<file path="config.mk">
export PLATFORM = sky130hd
export DESIGN_NAME = alpha_mixer
export DESIGN_NICKNAME = d
export VERILOG_FILES = /design/src/rtl/alpha_mix_pkg.sv /design/src/rtl/amx_lane.sv /design/src/rtl/amx_chroma_ctrl.sv /design/src/rtl/alpha_mixer.sv
export SDC_FILE = /design/constraint.sdc
export NUM_CORES = 1
export LEC_CHECK = 0
export BUFFER_PORTS_ARGS = -buffer_cell sky130_fd_sc_hd__buf_2
export CORE_MARGIN = 3
export CORE_UTILIZATION = 50
export DETAILED_ROUTE_END_ITERATION = 10
export GPL_ROUTABILITY_DRIVEN = 1
export PLACE_DENSITY = 0.67
export SETUP_SLACK_MARGIN = 0.15
export SYNTH_ARGS = -nofsm -noshare
export SYNTH_HDL_FRONTEND = slang
export SYNTH_SLANG_ARGS = --single-unit
</file>
<file path="constraint.sdc">
create_clock -name clk -period 8.05 [get_ports clk]
set_input_delay 0.805 -clock clk [delete_from_list [all_inputs] [get_ports clk]]
set_output_delay 0.805 -clock clk [all_outputs]
set_load 0.03 [all_outputs]
</file>
<file path="src/rtl/alpha_mix_pkg.sv">
`timescale 1ns/1ps
package alpha_mix_pkg;

    // Input/output format pairing selected by the fmt port
    typedef enum logic [1:0] {
        FMT_444_444 = 2'd0,
        FMT_422_422 = 2'd1,
        FMT_422_444 = 2'd2,
        FMT_SPARE   = 2'd3
    } mix_fmt_e;

    // Which chroma slot the previous pixel filled
    typedef enum logic [1:0] {
        ST_FULL     = 2'd0,
        ST_AFTER_CB = 2'd1,
        ST_AFTER_CR = 2'd2
    } chroma_st_e;

    // Byte lanes per pixel: index 2 luma, 1 first chroma, 0 second chroma
    localparam int LANES = 3;

endpackage

</file>
<file path="src/rtl/amx_lane.sv">
`timescale 1ns/1ps
module amx_lane #(
    parameter int CW = 8,
    parameter int AW = 9
) (
    input  logic          clk,
    input  logic          rst,
    input  logic [AW-1:0] weight,
    input  logic [CW-1:0] op_a,
    input  logic [CW-1:0] op_b,
    output logic [CW-1:0] mixed
);
    localparam int FRAC = AW - 1;
    localparam int PW   = CW + AW + 1;
    localparam logic [AW-1:0] UNITY = AW'(1) << FRAC;
    localparam logic [PW-1:0] HALF  = PW'(1) << (FRAC - 1);

    logic [AW-1:0] w_q;
    logic [CW-1:0] a_q;
    logic [CW-1:0] b_q;
    logic [PW-1:0] term_a;
    logic [PW-1:0] term_b;
    logic [PW-1:0] acc;

    // Stage 1: capture operands and weight
    always_ff @(posedge clk) begin
        if (rst) begin
            w_q <= '0;
            a_q <= '0;
            b_q <= '0;
        end else begin
            w_q <= weight;
            a_q <= op_a;
            b_q <= op_b;
        end
    end

    // Weighted sum with round-half-up
    always_comb begin
        term_a = PW'(w_q) * PW'(a_q);
        term_b = PW'(UNITY - w_q) * PW'(b_q);
        acc    = term_a + term_b + HALF;
    end

    // Stage 2: registered result
    always_ff @(posedge clk) begin
        if (rst) begin
            mixed <= '0;
        end else begin
            mixed <= acc[FRAC +: CW];
        end
    end

endmodule

</file>
<file path="src/rtl/amx_chroma_ctrl.sv">
`timescale 1ns/1ps
module amx_chroma_ctrl
    import alpha_mix_pkg::*;
#(
    parameter int CW = 8,
    parameter int AW = 9
) (
    input  logic          clk,
    input  logic          rst,
    input  mix_fmt_e      fmt,
    input  logic          cr_slot,
    input  logic [AW-1:0] w_now,
    input  logic [CW-1:0] a_c1,
    input  logic [CW-1:0] b_c1,
    input  logic [CW-1:0] a_c0,
    input  logic [CW-1:0] b_c0,
    output logic [AW-1:0] w1,
    output logic [AW-1:0] w0,
    output logic [CW-1:0] op_a1,
    output logic [CW-1:0] op_b1,
    output logic [CW-1:0] op_a0,
    output logic [CW-1:0] op_b0
);
    localparam logic [CW-1:0] MID = CW'(1) << (CW - 1);

    chroma_st_e    state_q;
    chroma_st_e    state_d;
    logic          half_in;
    logic [AW-1:0] w_hold;
    logic [CW-1:0] a_cb_h;
    logic [CW-1:0] b_cb_h;
    logic [CW-1:0] a_cr_h;
    logic [CW-1:0] b_cr_h;

    assign half_in = (fmt == FMT_422_422) || (fmt == FMT_422_444);

    // State register
    always_ff @(posedge clk) begin
        if (rst) begin
            state_q <= ST_FULL;
        end else begin
            state_q <= state_d;
        end
    end

    // Next state
    always_comb begin
        unique case (fmt)
            FMT_422_422, FMT_422_444: state_d = cr_slot ? ST_AFTER_CR : ST_AFTER_CB;
            default:                  state_d = ST_FULL;
        endcase
    end

    // Held weight and chroma samples from half-rate pixels
    always_ff @(posedge clk) begin
        if (rst) begin
            w_hold <= '0;
            a_cb_h <= MID;
            b_cb_h <= MID;
            a_cr_h <= MID;
            b_cr_h <= MID;
        end else if (half_in) begin
            if (!cr_slot) begin
                w_hold <= w_now;
                a_cb_h <= a_c1;
                b_cb_h <= b_c1;
            end else begin
                a_cr_h <= a_c1;
                b_cr_h <= b_c1;
            end
        end
    end

    // Lane weights and operands
    always_comb begin
        w1    = w_now;
        w0    = w_now;
        op_a1 = a_c1;
        op_b1 = b_c1;
        op_a0 = a_c0;
        op_b0 = b_c0;
        unique case (fmt)
            FMT_422_422: begin
                op_a0 = '0;
                op_b0 = '0;
                w0    = '0;
                if (cr_slot) begin
                    unique case (state_q)
                        ST_AFTER_CB: w1 = w_hold;
                        ST_AFTER_CR: w1 = w_now;
                        default:     w1 = w_now;
                    endcase
                end
            end
            FMT_422_444: begin
                op_a1 = cr_slot ? a_cb_h : a_c1;
                op_b1 = cr_slot ? b_cb_h : b_c1;
                op_a0 = cr_slot ? a_c1 : a_cr_h;
                op_b0 = cr_slot ? b_c1 : b_cr_h;
            end
            default: begin
            end
        endcase
    end

endmodule

</file>
<file path="src/rtl/alpha_mixer.sv">
`timescale 1ns/1ps
module alpha_mixer
    import alpha_mix_pkg::*;
#(
    parameter int CW = 8,
    parameter int AW = 9
) (
    input  logic                clk,
    input  logic                rst,
    input  logic [AW-1:0]       alpha,
    input  logic [1:0]          fmt,
    input  logic                cr_slot,
    input  logic [LANES*CW-1:0] pix_a,
    input  logic [LANES*CW-1:0] pix_b,
    output logic [LANES*CW-1:0] mix_out
);
    localparam logic [AW-1:0] UNITY = AW'(1) << (AW - 1);

    mix_fmt_e      fmt_e;
    logic [AW-1:0] w_eff;
    logic [AW-1:0] lane_w [LANES];
    logic [CW-1:0] lane_a [LANES];
    logic [CW-1:0] lane_b [LANES];
    logic [CW-1:0] lane_y [LANES];

    assign fmt_e = mix_fmt_e'(fmt);
    assign w_eff = (alpha > UNITY) ? UNITY : alpha;

    // Luma always uses the full-rate weight
    assign lane_w[2] = w_eff;
    assign lane_a[2] = pix_a[2*CW +: CW];
    assign lane_b[2] = pix_b[2*CW +: CW];

    amx_chroma_ctrl #(.CW(CW), .AW(AW)) u_ctrl (
        .clk     (clk),
        .rst     (rst),
        .fmt     (fmt_e),
        .cr_slot (cr_slot),
        .w_now   (w_eff),
        .a_c1    (pix_a[CW +: CW]),
        .b_c1    (pix_b[CW +: CW]),
        .a_c0    (pix_a[0 +: CW]),
        .b_c0    (pix_b[0 +: CW]),
        .w1      (lane_w[1]),
        .w0      (lane_w[0]),
        .op_a1   (lane_a[1]),
        .op_b1   (lane_b[1]),
        .op_a0   (lane_a[0]),
        .op_b0   (lane_b[0])
    );

    for (genvar i = 0; i < LANES; i++) begin : g_lane
        amx_lane #(.CW(CW), .AW(AW)) u_lane (
            .clk    (clk),
            .rst    (rst),
            .weight (lane_w[i]),
            .op_a   (lane_a[i]),
            .op_b   (lane_b[i]),
            .mixed  (lane_y[i])
        );
        assign mix_out[i*CW +: CW] = lane_y[i];
    end

endmodule

</file>
Word level (Yosys, flattened, before mapping)
Index checks and enable logic that the tools add are counted.
{ "op_classes": {"multipliers": 6, "n_reduce_logical": 5, "add_sub_neg": 9, "order_cmp": 1, "n_eq_ne": 3, "bitwise_logic": 2, "n_mux": 13} }
{ "op_table": {"columns": ["op", "n"], "rows": [
  ["18-bit by 8-bit multiplier with 16-bit output", 3],
  ["16-bit adder", 3],
  ["16-bit by 8-bit adder with 16-bit output (second input constant)", 3],
  ["9-bit by 8-bit multiplier with 16-bit output", 3],
  ["8-bit 2-to-1 mux", 6],
  ["9-bit 2-to-1 mux", 4],
  ["8-bit case mux with 2 select lines", 2],
  ["9-bit by 9-bit subtractor with 10-bit output (first input constant)", 3],
  ["9-bit > comparator (second input constant)", 1],
  ["2-bit OR reduction", 3],
  ["2-bit by 1-bit equality test with 1-bit output (second input constant)", 2],
  ["2-bit equality test (second input constant)", 1],
  ["2-bit 2-to-1 mux", 1],
  ["1-bit NOT", 2],
  ["2-bit AND reduction", 1],
  ["1-bit logical OR", 1]
]} }
{ "totals": {"elab_cells": 57, "out_inout_bits": 24, "reg_bits": 142} }

Depth between registers and ports, before layout
Gate-level depths: netlist of the first run.
{ "depth": {"word_depth": 5, "mapped_depth": 27, "mapped_depth_nobuf": 26} }

By module
A second synthesis of the first run with hierarchy kept.
{ "unflattened": {"hier_cells": 2194, "area_unflattened_um2": 20206.9} }
{ "by_module_without_submodules": {"columns": ["mod", "area_per_inst_um2", "cells_each", "n_inst", "seq_area_each_um2"], "rows": [
  ["amx_lane at g_lane[1].u_lane", 5997.0, 639, 1, 660.6],
  ["amx_lane at g_lane[0].u_lane", 5969.5, 632, 1, 660.6],
  ["amx_lane at g_lane[2].u_lane", 5941.9, 632, 1, 660.6],
  ["amx_chroma_ctrl", 2244.7, 282, 1, 860.8],
  ["alpha_mixer", 53.8, 9, 1, 0.0]
]} }

Least setup slack after synthesis of the first run
No wires, ideal clock.
{ "synth_timing": {"path_type": "reg2reg", "from": "register g_lane[2].u_lane.w_q[0]", "to": "register g_lane[2].u_lane.mixed[7]", "arrival_ns": 6.124, "path_slack_ns": 1.812, "synth_period_minus_slack_ns": 6.238, "setup_ns": 0.115, "t_required_ns": 7.935, "n_path_buf": 1, "stages_incl_launch_ff": 26, "cell_sequence": "dfxtp_1 -> clkbuf_1 -> inv_1 -> ha_1 -> nor2b_1 -> nor2b_1 -> xnor2_1 -> and2_1 -> fa_1 -> inv_1 -> fa_1 -> inv_1 -> fa_1 -> fa_1 -> fa_1 -> inv_1 -> fa_1 -> inv_1 -> ha_1 -> nor3_1 -> o211ai_1 -> a311oi_1 -> nor2_1 -> a221oi_1 -> xnor2_1 -> nor2_1"} }
{ "synth_via": {"elab_chain_len": 4, "elab_cells_between_ends": 5, "cone_classes": "add/sub (3); mul (2)"} }
{ "synth_lines": {"columns": ["element", "line", "source"], "rows": [
  ["start: declaration", "amx_lane.sv:18", "logic [AW-1:0] w_q;"],
  ["start signal: assignment", "amx_lane.sv:32", "w_q <= weight;"],
  ["9-bit by 9-bit subtractor with 10-bit output", "amx_lane.sv:41", "term_b = PW'(UNITY - w_q) * PW'(b_q);"],
  ["18-bit by 8-bit multiplier with 16-bit output", "amx_lane.sv:41", null],
  ["16-bit adder (*)", "amx_lane.sv:42", "acc = term_a + term_b + HALF;"],
  ["16-bit by 8-bit adder with 16-bit output (*)", "amx_lane.sv:42", null],
  ["end signal: assignment", "amx_lane.sv:50", "mixed <= acc[FRAC +: CW];"],
  ["end: declaration", "amx_lane.sv:11", "output logic [CW-1:0] mixed"]
]} }
Mark *: on every way between the ends. The rest lies on a longest branch, timed or not.
A chain may end at the register's enable or synchronous reset.

Worst setup path after layout of the first run
Same ends and word-level chain as after synthesis.

==> reports/metrics.yaml, run 1 <==
synth_edf_count: 0
period_minus_slack_ns: 7.003
boundaryPins: 86
synth_top_area_cell: "fa_1"
critical_path_required_ns: 8.37
hold-path-endpoint: "g_lane[1].u_lane.b_q[0]$_SDFF_PP0_"
endpoint_kind: "flop"
grt_overflow: 0
ctsHoldBuffers: 0
seq_power_share: 0.257
synth.top_cells.by_area: "fa_1 37%, dfxtp_1 14%, ha_1 11%, inv_1 8.6%, and2_1 7.3%"
r2r-start: "g_lane[2].u_lane.w_q[0]$_SDFF_PP0_"
synth_warnings: 0
via_count: 13870
dpl.hpwl_mm: 37.87
reg2reg_slack_ns: 1.05
root_buffer: "clkbuf_16"
synth_seq_cells: 142
switching_share: 0.4343
path_clk_slew_ns: 0.07
drive_gt1_frac: 0.07041
placed_cells: 2730
clk_latency_ns: 0.44
row_count: 72
crit_fanout: 17
grt_usage: 0.2287
routed_wl_mm: 45.40
die_x_um: 205.4
hold_viol: 0
crit_type: "reg -> reg"
routedWlPerCell_um: 16.43
min-delay-start: "u_ctrl.b_cb_h[0]$_SDFFE_PP0N_"
grt_pass1_vias: 14990
netlist.area_leader.share: 0.3716
clkPwrFrac: 0.240
area_growth_pct: 6.848
place.port_buffers: 85
grt_antenna_before_repair: 1
worstSetupStartpointType: "flop"
drt_iter0_drc: 711
status: "finished, final reports clean"
synth_cell_types: 53
die_h_um: 205.4
power_density_nw_per_um2: 158.8
htreeDepth: 4
drt_pre_antenna_iters: 4
cts_tree: "done"
cts_buffers: 17
syn-num-nets: 2812
post-route-util: 0.5458
synthCells: 2208
tightest_slew_ns: 1.175
slew-limit-headroom: 0.2165
maxCapViolCount: 0
cts_resized: 0
avgViaCountPerCell: 5.020
grt_max_degree: 110
power_frac_comb: 0.503
drc: 0
die_area_um2: 42190
timing.setup.tns_ns: 0
total_power_w: 0.003372
vdd_drop_max_mv: 0.1641
avgSynthCellArea_um2: 9.003
cts.sinks: 142
slew_violations: 0
hold_path_depth: 2
syn_area_um2: 19880
internal-power_w: 0.001907
nets: 2835
rsz0062_at_grt: "false"
crit_arrival_ns: 7.32
power_leakage_nw: 10.52
yosys_most_used_dff: "dfxtp_1"
gp_congestion: 0.8917
initial_utilization: 0.5108
ctsLongestPathBuffers: 2
grt_pass1_wl_mm: 76.18
instances_no_fill: 2763
hp-class: "reg -> reg"
fmax_mhz: 142.8
p_switching_w: 0.001464
cts_setup_buffers: 0
core-area_um2: 38920
worstRegToRegCells: 23
yosysSeqAreaShare: 0.1430
skew_ns: 0.01653
finalCritPeriodShare: 0.8699
worstReg2RegEnd: "g_lane[2].u_lane.mixed[7]$_SDFF_PP0_"
synthArstFlopShare: 0
finalSetupViolCount: 0
ant_nets: 0
-- metal layers --
layer  track usage  part of all wire  up-vias
li1              -                 -     6577
met1        0.3126              0.45     6974
met2        0.3811              0.49      257
met3       0.03465             0.037       62
met4       0.06419             0.024        0
met5             0                 0        -
-- synth_stat cells, types with 3 or more instances --
cell / instances
buf_1: 3
clkbuf_8: 3
xnor2_1: 57
nor2b_1: 29
nor2_1: 71
and2_2: 4
a31oi_1: 5
nor3_1: 13
mux2_2: 16
a21oi_1: 71
inv_1: 457
o21ai_0: 10
xor2_1: 28
buf_6: 3
nand3b_1: 4
nand2_1: 363
or2_2: 5
a21o_1: 6
a22oi_1: 19
o21bai_1: 3
nand4_1: 3
and2_1: 232
a41oi_1: 3
dfxtp_1: 142
ha_1: 173
fa_1: 369
o211ai_1: 3
clkbuf_1: 79
-- final cells by class --
class | count | area [um2]
fill | 3597 | 17680
multi-input combinational | 1518 | 14920
sequential | 142 | 2843
inverter | 458 | 1719
tap | 518 | 648.1
timing repair buffer | 94 | 495.5
clock buffer | 17 | 425.4
clock inverter | 15 | 185.2
antenna | 1 | 2.502
-- sequential cells by signal, summed over array words and instances, names as in the netlist --
name and flops:
u_ctrl.a_cb_h 8, u_ctrl.a_cr_h 8, u_ctrl.b_cr_h 8, g_lane.u_lane.a_q 24, g_lane.u_lane.w_q 27, g_lane.u_lane.b_q 24, u_ctrl.state_q 2, u_ctrl.w_hold 9
u_ctrl.b_cb_h 8, g_lane.u_lane.mixed 24
-- worst max-delay path: stages (launching register included) --
cell and delay, ns:
dfxtp_1 0.71, inv_1 0.10, ha_1 0.24, nor2b_1 0.16
nor2b_1 0.17, xnor2_1 0.60, nand2_1 0.17, fa_1 0.46
fa_1 0.49, inv_1 0.05, fa_1 0.55, fa_1 0.43
fa_1 0.49, inv_1 0.05, fa_1 0.47, inv_1 0.04
ha_1 0.18, nor3_1 0.24, o211ai_1 0.18, a311oi_1 0.37
nor2_1 0.17, a221oi_1 0.35, xnor2_1 0.16, nor2_1 0.05
-- logic make-up after synthesis --
logic type	synth area share
fa+ha+maj	0.4805
flops	0.1430
xor+xnor	0.04054
compound gates	0.03966
buf+inv	0.1064
mux	0.009064
simple gates	0.1808
-- layout by cell type, fill, tap and decap left out, drive strengths merged, types with 2 or more instances in the layout --
cell type and n:
ha 173, nand3b 4, fa 369, nor3 13, a21o 6, a41oi 3, o211ai 3, nor2b 29
nand2b 2, o21ai 11, xnor3 2, a31oi 5, nor2 71, mux2 16, nor4 4, a22oi 19
a21boi 2, or4 2, nand2 364, or2 5, dfxtp 142, a311oi 2, clkbuf 17, nand4 3
xnor2 57, buf 94, and4 2, a21oi 71, and2 236, inv 465, nand3 2, clkinv 7
xor2 29, o21bai 3, o21a 2
-- worst max-delay path by stage --
stage	startpoint	end	cells after the start
4_1_cts	g_lane[2].u_lane.w_q[0]$_SDFF_PP0_	g_lane[2].u_lane.mixed[7]$_SDFF_PP0_	23
5_1_grt	g_lane[0].u_lane.w_q[1]$_SDFF_PP0_	g_lane[0].u_lane.mixed[7]$_SDFF_PP0_	23
3_3_place_gp	g_lane[2].u_lane.w_q[0]$_SDFF_PP0_	g_lane[2].u_lane.mixed[7]$_SDFF_PP0_	23
6_report	g_lane[2].u_lane.w_q[0]$_SDFF_PP0_	g_lane[2].u_lane.mixed[7]$_SDFF_PP0_	23
3_5_place_dp	g_lane[2].u_lane.w_q[0]$_SDFF_PP0_	g_lane[2].u_lane.mixed[7]$_SDFF_PP0_	23
2_1_floorplan	g_lane[2].u_lane.w_q[0]$_SDFF_PP0_	g_lane[2].u_lane.mixed[7]$_SDFF_PP0_	25
-- stage by stage --
stage / cell area (um2) / hold slack, ns / setup WS (ns)
finish: 21240 / 0.4490 / 1.047
global route: 21240 / 0.4721 / 0.5227
CTS: 21240 / 0.4541 / 1.015
detailed placement: 20630 / 0.4439 / 1.018
global placement: 20630 / 0.4365 / 1.105
floorplan: 19880 / 0.4321 / 1.812
-- power groups by stage --
stage	combinational (W)	sequential, W	clock, W
2_1_floorplan	0.00122	0.000918	0
3_3_place_gp	0.00167	0.000881	0
3_5_place_dp	0.00171	0.000882	0
4_1_cts	0.00172	0.000866	0.000829
5_1_grt	0.00197	0.000877	0.000859
6_report	0.00170	0.000866	0.000810
(Power assumes the default switching activity.)
==> inputs of run 2 (changes only) <==
==> constraint.sdc (replaced) <==
create_clock -name clk -period 7.9 [get_ports clk]
set_input_delay 0.79 -clock clk [delete_from_list [all_inputs] [get_ports clk]]
set_output_delay 0.79 -clock clk [all_outputs]
set_load 0.03 [all_outputs]
==> reports/metrics.yaml, run 2 (synthesized netlist as in run 1, its figures left out) <==
drc: 0
critical_path_required_ns: 8.22
hold_viol: 0
use_met3: 0.03765
initial_utilization: 0.5108
gp_congestion: 0.8710
grt_pass1_vias: 15000
avgViaCountPerCell: 5.070
crit_chain: "inv_1 > ha_1 > nor2b_1 > nand2_1 > xor2_1 > nand2_1 > fa_1 > fa_1 > inv_1 > fa_1 > fa_1 > fa_1 > inv_1 > fa_1 > inv_1 > ha_1 > nor3_1 > o211ai_1 > a311oi_1 > nor2_1 > a221oi_1 > xnor2_1 > nor2_1"
nets: 2837
skew_ns: 0.01329
grt_antenna_before_repair: 0
hp-class: "reg -> reg"
ant_nets: 0
cts_setup_buffers: 0
ctsHoldBuffers: 0
path_clk_slew_ns: 0.06
antennaDiodeCount: 0
slowest_delay_ns: 0.73
row_count: 72
gr-usage-met1: 0.3089
boundaryPins: 86
die_x_um: 205.4
status: "finished, final reports clean"
drt_iter0_drc: 795
grt_use_met2: 0.3793
cts_buffers: 17
slowest_stage: "dfxtp_1"
crit_arrival_ns: 7.49
busiest_layer: "met2"
tightest_slew_ns: 1.132
dpl.hpwl_mm: 37.75
root_buffer: "clkbuf_16"
drt_pre_antenna_iters: 7
largest_reg_flops: 27
finalSetupViolCount: 0
path_buf_inv: 4
final_common_cell: "inv_1"
routed_wl_mm: 45.40
instances_no_fill: 2764
period_minus_slack_ns: 7.168
final_cell_mix: "457 x inv_1, 369 x fa_1, 363 x nand2_1"
ctsLongestPathBuffers: 2
cp_top_family: "adder cells"
grt_usage: 0.2284
cts.sinks: 142
endpoint_kind: "flop"
drive_gt1_frac: 0.07124
clk_latency_ns: 0.45
maxCapViolCount: 0
grt_max_degree: 110
area_growth_pct: 6.836
cts_tree: "done"
grt_pass1_wl_mm: 75.99
rsz0062_at_grt: "false"
slew_violations: 0
htreeDepth: 4
finalCritPeriodShare: 0.9073
crit_fanout: 17
power_leakage_nw: 10.53
via_count: 14010
cpMostUsedCell: "fa_1"
place.port_buffers: 85
cts_resized: 0
power_density_nw_per_um2: 161.5
vdd_drop_max_mv: 0.1735
crit_type: "reg -> reg"
regMostFlops: "g_lane.u_lane.w_q"
die_h_um: 205.4
routedWlPerCell_um: 16.42
grt_overflow: 0
core-area_um2: 38920
placed_cells: 2732
timing.setup.tns_ns: 0
worstSetupStartpointType: "flop"
slew-limit-headroom: 0.2451
die_area_um2: 42190
fmax_mhz: 139.5
[run 2: cell type report]
class | instances | area (um2)
Clock buffer | 17 | 425.4
Inverter | 458 | 1719
Fill cell | 3604 | 17680
Clock inverter | 15 | 170.2
Tap cell | 518 | 648.1
Multi-Input combinational cell | 1518 | 14920
Sequential cell | 142 | 2843
Timing Repair Buffer | 96 | 510.5
[run 2: worst paths after layout]
check	start	to	slack [ns]	cells past startpoint
hold reg to reg	u_ctrl.a_cr_h[1]$_SDFFE_PP0N_	u_ctrl.a_cr_h[1]$_SDFFE_PP0N_	0.46	2
setup / recovery	g_lane[2].u_lane.w_q[0]$_SDFF_PP0_	g_lane[2].u_lane.mixed[7]$_SDFF_PP0_	0.73	23
hold / removal	u_ctrl.a_cr_h[1]$_SDFFE_PP0N_	u_ctrl.a_cr_h[1]$_SDFFE_PP0N_	0.46	2
setup reg to reg	g_lane[2].u_lane.w_q[0]$_SDFF_PP0_	g_lane[2].u_lane.mixed[7]$_SDFF_PP0_	0.73	23
[run 2: routing by layer]
| metal | up-vias | wire, um |
|---|---|---|
| met5 | - | 0 |
| met4 | 0 | 1180 |
| met3 | 81 | 2273 |
| met2 | 341 | 21960 |
| met1 | 7018 | 19980 |
| li1 | 6573 | - |
[run 2: per-stage QoR]
| step | hold WS [ns] | worst slack [ns] | total power (W) | util | instance area, um2 |
|---|---|---|---|---|---|
| global placement | 0.4353 | 0.9872 | 0.002598 | 0.5304 | 20640 |
| global route | 0.4739 | 0.3567 | 0.003762 | 0.5457 | 21240 |
| floorplan | 0.4321 | 1.662 | 0.002178 | - | 19880 |
| CTS | 0.4541 | 0.7751 | 0.003480 | 0.5457 | 21240 |
| detailed placement | 0.4419 | 0.7793 | 0.002661 | 0.5304 | 20640 |
| finish | 0.4550 | 0.7322 | 0.003430 | 0.5457 | 21240 |
[run 2: tightest hold or removal path, stage by stage (launching register included)]
cell and delay (ns):
dfxtp_1 0.31, nand2_1 0.05, a21oi_1 0.05
[run 2: power breakdown]
group / switching, W / total (W) / internal, W
combinational: 0.00103 / 0.00175 / 0.000718
sequential: 0.0000839 / 0.000882 / 0.000799
clock: 0.000378 / 0.000802 / 0.000424
